[src/rtl/snp_pkg.sv]
package snp_pkg;
    typedef enum logic [1:0] {
        ST_IDLE = 2'd0,
        ST_BUSY = 2'd1,
        ST_GAP  = 2'd2
    } port_st_e;

    localparam int EN_W = 2;   // bit0 snoop, bit1 DVM
endpackage

[src/rtl/snp_addr_dec.sv]
module snp_addr_dec #(
    parameter int ADDR_W    = 16,
    parameter int WIN_SHIFT = 12,
    parameter int NUM_PORTS = 5,
    parameter int STAT_OFS  = 12
) (
    input  logic [ADDR_W-1:0]    addr,
    input  logic                 wr,
    output logic                 stat_sel,
    output logic [NUM_PORTS-1:0] port_sel,
    output logic [NUM_PORTS-1:0] port_wr
);
    localparam int WIN_W = ADDR_W - WIN_SHIFT;

    logic [WIN_W-1:0]     win;
    logic [WIN_SHIFT-1:0] ofs;

    assign win      = addr[ADDR_W-1:WIN_SHIFT];
    assign ofs      = addr[WIN_SHIFT-1:0];
    assign stat_sel = (win == '0) && (ofs == WIN_SHIFT'(STAT_OFS));

    for (genvar i = 0; i < NUM_PORTS; i++) begin : g_dec
        assign port_sel[i] = (win == WIN_W'(i + 1)) && (ofs == '0);
        assign port_wr[i]  = wr && port_sel[i];
    end
endmodule

[src/rtl/snp_port_fsm.sv]
module snp_port_fsm
    import snp_pkg::*;
#(
    parameter int W = EN_W
) (
    input  logic         clk,
    input  logic         rst_n,
    input  logic         wr_hit,
    input  logic [W-1:0] wr_val,
    input  logic         ack,
    output logic [W-1:0] en_o,
    output logic [W-1:0] shadow_o,
    output logic         req_o,
    output logic         busy_o
);
    port_st_e     st, st_nxt;
    logic [W-1:0] applied, held, shadow;
    logic         held_vld;

    always_comb begin
        st_nxt = st;
        unique case (st)
            ST_IDLE: if (wr_hit) st_nxt = ST_BUSY;
            ST_BUSY: if (ack)    st_nxt = (held_vld || wr_hit) ? ST_GAP : ST_IDLE;
            ST_GAP:              st_nxt = ST_BUSY;
            default:             st_nxt = ST_IDLE;
        endcase
    end

    always_ff @(posedge clk) begin
        if (!rst_n) begin
            st       <= ST_IDLE;
            applied  <= '0;
            held     <= '0;
            held_vld <= 1'b0;
            shadow   <= '0;
        end else begin
            st <= st_nxt;
            if (wr_hit) shadow <= wr_val;
            case (st)
                ST_IDLE: if (wr_hit) applied <= wr_val;
                ST_BUSY: if (wr_hit) begin
                    held     <= wr_val;
                    held_vld <= 1'b1;
                end
                ST_GAP: begin
                    applied <= held;
                    if (wr_hit) begin
                        held     <= wr_val;
                        held_vld <= 1'b1;
                    end else begin
                        held_vld <= 1'b0;
                    end
                end
                default: ;
            endcase
        end
    end

    always_comb begin
        en_o     = applied;
        shadow_o = shadow;
        req_o    = (st == ST_BUSY);
        busy_o   = (st != ST_IDLE);
    end

    p_req_held_r2: assert property (@(posedge clk) disable iff (!rst_n)
        (req_o && !ack) |=> req_o);
    p_req_drop_after_ack_r6: assert property (@(posedge clk) disable iff (!rst_n)
        (req_o && ack) |=> !req_o);
    p_gap_rerequest_r6: assert property (@(posedge clk) disable iff (!rst_n)
        (busy_o && !req_o) |=> req_o);
    p_en_stable_r11: assert property (@(posedge clk) disable iff (!rst_n)
        (req_o && !ack) |=> $stable(en_o));
    p_idle_ack_ignored_r8: assert property (@(posedge clk) disable iff (!rst_n)
        (!busy_o && !wr_hit) |=> (!busy_o && $stable(en_o)));
endmodule

[src/rtl/snp_port_ctrl.sv]
module snp_port_ctrl
    import snp_pkg::*;
#(
    parameter int NUM_FULL  = 2,
    parameter int NUM_LITE  = 3,
    parameter int ADDR_W    = 16,
    parameter int DATA_W    = 32,
    parameter int WIN_SHIFT = 12,
    parameter int STAT_OFS  = 12
) (
    input  logic                             clk,
    input  logic                             rst_n,
    input  logic                             bus_wr,
    input  logic [ADDR_W-1:0]                bus_addr,
    input  logic [DATA_W-1:0]                bus_wdata,
    output logic [DATA_W-1:0]                bus_rdata,
    output logic [NUM_FULL+NUM_LITE-1:0]     snoop_en,
    output logic [NUM_FULL+NUM_LITE-1:0]     dvm_en,
    output logic [NUM_FULL+NUM_LITE-1:0]     chg_req,
    input  logic [NUM_FULL+NUM_LITE-1:0]     chg_ack
);
    localparam int NUM_PORTS = NUM_FULL + NUM_LITE;

    logic                 stat_sel;
    logic [NUM_PORTS-1:0] port_sel, port_wr, busy;
    logic [EN_W-1:0]      shadow [NUM_PORTS];
    logic [EN_W-1:0]      en     [NUM_PORTS];
    logic                 pending;
    logic                 unused_hi;

    assign unused_hi = ^bus_wdata[DATA_W-1:EN_W];

    snp_addr_dec #(
        .ADDR_W(ADDR_W), .WIN_SHIFT(WIN_SHIFT),
        .NUM_PORTS(NUM_PORTS), .STAT_OFS(STAT_OFS)
    ) u_dec (
        .addr(bus_addr), .wr(bus_wr),
        .stat_sel(stat_sel), .port_sel(port_sel), .port_wr(port_wr)
    );

    for (genvar i = 0; i < NUM_PORTS; i++) begin : g_port
        snp_port_fsm #(.W(EN_W)) u_fsm (
            .clk(clk), .rst_n(rst_n),
            .wr_hit(port_wr[i]), .wr_val(bus_wdata[EN_W-1:0]),
            .ack(chg_ack[i]),
            .en_o(en[i]), .shadow_o(shadow[i]),
            .req_o(chg_req[i]), .busy_o(busy[i])
        );
        assign snoop_en[i] = en[i][0];
        assign dvm_en[i]   = en[i][1];
    end

    assign pending = |busy;

    always_comb begin
        bus_rdata = '0;
        if (stat_sel) bus_rdata[0] = pending;
        for (int i = 0; i < NUM_PORTS; i++)
            if (port_sel[i]) bus_rdata[EN_W-1:0] = shadow[i];
    end

    p_req_implies_pending_r3: assert property (@(posedge clk) disable iff (!rst_n)
        (|chg_req) |-> pending);
    p_pending_fall_needs_ack_r3: assert property (@(posedge clk) disable iff (!rst_n)
        $fell(pending) |-> $past(|(chg_ack & chg_req)));
    p_write_raises_pending_r4: assert property (@(posedge clk) disable iff (!rst_n)
        (|port_wr) |=> pending);
endmodule

[config.mk]
export PLATFORM = sky130hd
export DESIGN_NAME = snp_port_ctrl
export DESIGN_NICKNAME = d
export VERILOG_FILES = /design/src/rtl/snp_pkg.sv /design/src/rtl/snp_addr_dec.sv /design/src/rtl/snp_port_fsm.sv /design/src/rtl/snp_port_ctrl.sv
export SDC_FILE = /design/constraint.sdc
export NUM_CORES = 1
export LEC_CHECK = 0
export BUFFER_PORTS_ARGS = -buffer_cell sky130_fd_sc_hd__buf_2
export CAP_MARGIN = 0
export CORE_MARGIN = 2
export CORE_UTILIZATION = 45
export CTS_CLUSTER_DIAMETER = 200
export DETAILED_ROUTE_END_ITERATION = 7
export PLACE_DENSITY = 0.77
export SETUP_SLACK_MARGIN = 0.15
export SKIP_LAST_GASP = 1
export SYNTH_ARGS = -nofsm -noshare
export SYNTH_HDL_FRONTEND = slang
export SYNTH_SLANG_ARGS = --single-unit
[constraint.sdc]
create_clock -name clk -period 2.1 [get_ports clk]
set_input_delay 0.315 -clock clk [delete_from_list [all_inputs] [get_ports clk]]
set_output_delay 0.315 -clock clk [all_outputs]
set_load 0.01 [all_outputs]
==> results_dict.tcl <==
set metrics [dict create \
    syn_area_um2 2730 \
    regToRegEndpoint "g_port[4].u_fsm.en_o[1]" \
    path_buf_inv 2 \
    vias_per_cell 5.20 \
    drt_drc_violations_left 0 \
    setup_viol 0 \
    antenna_left 0 \
    most-common-layout-cells "buf_2 (42), dfxtp_1 (39), nand2_1 (33)" \
    p_total_w 0.00163 \
    buffer_ports.inserted 42 \
    seq_area_frac_synth_pct 33.0 \
    maxCapViolCount 0 \
    synthCells 329 \
    hpwl_um 4410 \
    crit_path_capture_type "output port" \
    dieWidth_um 81.9 \
    crit_type "reg -> out" \
    layout.core_utilization_pct 54.9 \
    cp_slowest_stage_delay_ns 0.33 \
    reg_to_reg_slack_setup_ns 0.59 \
    tightestPinTransition_ns 0.526 \
    cts_max_level 2 \
    worstHoldPathType "in -> reg" \
    critical_path.reg2reg.startpoint "g_port[4].u_fsm.st[1]" \
    design.portCount 103 \
    critical_path.endpoint "bus_rdata[0]" \
    yosysUniqueCellTypes 42 \
    crit_path_start_kind "flip-flop" \
    fin_crit_sh_pct 93.3 \
    clock-skew-final_ns 0.00494 \
    worst-endpoint-arrival_ns 1.64 \
    crit_path_cell_trace "inv_2 -> ha_4 -> and3_4 -> nand3_2 -> a22oi_2 -> o22ai_1 -> and3_1 -> buf_2" \
    fp.coreArea_um2 5890 \
    p_leak_nw 1.37 \
    critPathMaxFanout 2 \
    routabilityCongestion 0.792 \
    syn_area_per_cell_um2 8.31 \
    dr.first_iter.drc_count 105 \
    ys_dominant_reg_cell "dfxtp_1" \
    cp_slowest_cell "dfxtp_2" \
    layout-drive-gt1-share_pct 28.6 \
    via_count_of_the_first_global_routing_pass 2094 \
    drtPass1Iterations 6 \
    ys_ff_latch 45 \
    grt_start_max_net_pins 31 \
    antennaDiodeCount 0 \
    worst_ir_drop_vdd_v 0.000312 \
    final.setup.tns_ns 0 \
    ys_async_sr_fraction_pct 0 \
    wl_per_cell_um 13.2 \
    postRouteWirelength_um 6120 \
    syn2layout_area_growth_pct 18.3 \
    post-route-min-period_ns 1.96 \
    num_rows 28 \
    cts_max_path_buffers 2 \
    tritoncts "built" \
    relSlewSlack_pct 64.5 \
    fmax_mhz 510 \
    final-hold-violation-count 0 \
    status "finished, final reports clean" \
    die_height_um 81.9 \
    cts_hold_buf 0 \
    floorplan.initialDensity_pct 46.4 \
    worstPathRequired_ns 1.78 \
    cts-buffers-inserted 5 \
    clock_insertion_delay_at_the_later_pin_of_the_skew_report_ns 0.30 \
    cp_delay_by_family_top "simple AND/OR/NAND/NOR gates" \
    placed_area_um2 2950 \
    global_route_wire_length_before_repair_um 9610 \
    setup.worst_path.start "g_port[3].u_fsm.st[1]" \
    globalRouteOverflowTotal 0 \
    number_of_enable_type_register_cells_in_the_synthesized_netlist 0 \
    cts-root-buf "clkbuf_8" \
    post-route-cell-area_um2 3230 \
    crit_cells 8 \
    clkSinkCount 45 \
    area_of_the_die_um2 6710 \
    antenna_found_initial 0 \
    rsz_0062_raised_after_global_routing "yes" \
    synth.yosys.warnings 0 \
    final_nets 461 \
    rr_worst_depth 5 \
    num_vias 2408 \
    grtUsageTotal_pct 18.6 \
    power_density_nw_per_um2 505 \
    maxSlewViolCount 0 \
    clkSlewWorstSetupHoldPaths_ns 0.09 \
    layout_commonest_cell "buf_2" \
]
## state kept, by name, summed over array words and instances, names as in the netlist
| register | flops |
|---|---|
| g_port.u_fsm.held | 10 |
| g_port.u_fsm.en_o | 10 |
| g_port.u_fsm.st | 10 |
| g_port.u_fsm.shadow_o | 10 |
| g_port.u_fsm.held_vld | 5 |
## layout make-up
class	count	area [µm²]
tap	75	93.8
multi-input combinational	244	1620
clock inverter	1	5.00
inverter	19	71.3
fill	568	2650
clock buffer	7	96.3
sequential	45	908
timing repair buffer	72	435
## report_power, final
group,internal (W),switching (W)
Clock,0.000298,0.000296
Combinational,0.0000671,0.000115
Sequential,0.000856,0.00000262
Total,0.00122,0.000414
## synth_stat cells, types with 7 or more instances
cell type,instances,area (µm²)
mux2i_1,17,170
a21oi_1,16,80.1
ha_1,18,225
o21a_1,7,52.6
inv_1,19,71.3
clkbuf_1,10,37.5
nand3_1,26,130
dfxtp_1,45,901
o21ai_0,10,50.1
nor2_1,19,71.3
o31ai_1,7,52.6
buf_4,35,263
nand2_1,33,124
## routing by layer
layer	vias up	GRT usage, %	share of wire (%)
li1	1191	-	-
met3	12	3.41	3.9
met1	1147	23.5	44
met5	-	0	0
met4	0	7.00	1.8
met2	58	31.3	50
## per-stage QoR
step	hold slack, ns	std cells	setup slack, ns
after floorplan	0.433	358	0.119
after global placement	0.443	442	-0.0428
after detailed placement	0.450	442	-0.0718
after CTS	0.308	461	0.141
after global routing	0.319	463	0.0677
final	0.307	463	0.141
## worst min-delay path by stage
stage                                      from                     endpoint  slack [ns]  cells past startpoint
floorplan           g_port[2].u_fsm.shadow_o[0]  g_port[2].u_fsm.shadow_o[0]        0.43                      2
global placement    g_port[4].u_fsm.shadow_o[0]  g_port[4].u_fsm.shadow_o[0]        0.44                      2
detailed placement  g_port[4].u_fsm.shadow_o[1]  g_port[4].u_fsm.shadow_o[1]        0.45                      2
CTS                                  chg_ack[0]        g_port[0].u_fsm.st[1]        0.31                      3
global route                         chg_ack[0]        g_port[0].u_fsm.st[1]        0.32                      3
finish                               chg_ack[0]        g_port[0].u_fsm.st[1]        0.31                      3
## cells by family after synthesis
group	count (synthesis)	synth area share, %
multiplexers	22	8.28
flip-flops	45	33.0
AO/OA/AOI/OAI	65	15.5
buffers and inverters	69	14.3
adder cells (fa/ha/maj)	18	8.24
other	1	0.137
AND/OR/NAND/NOR	109	20.5
## worst register-to-register path, delay by kind of cell, from the launching register on
kind,cells,cell delay [ns]
buffers and inverters,2,0.20
DFF,1,0.34
adders and majority gates,1,0.21
AOI/OAI and AO/OA,1,0.44
muxes,1,0.25
## repair_timing
action / 4_1_cts / 5_1_grt
gates cloned: 0 / 0
pin swaps: 7 / 0
hold endpoints to repair: 0 / 0
resized for setup: 24 / 1
setup buffers: 11 / 2
setup endpoints to repair: 1 / 12
No activity file was read; power rests on OpenSTA's default activity.
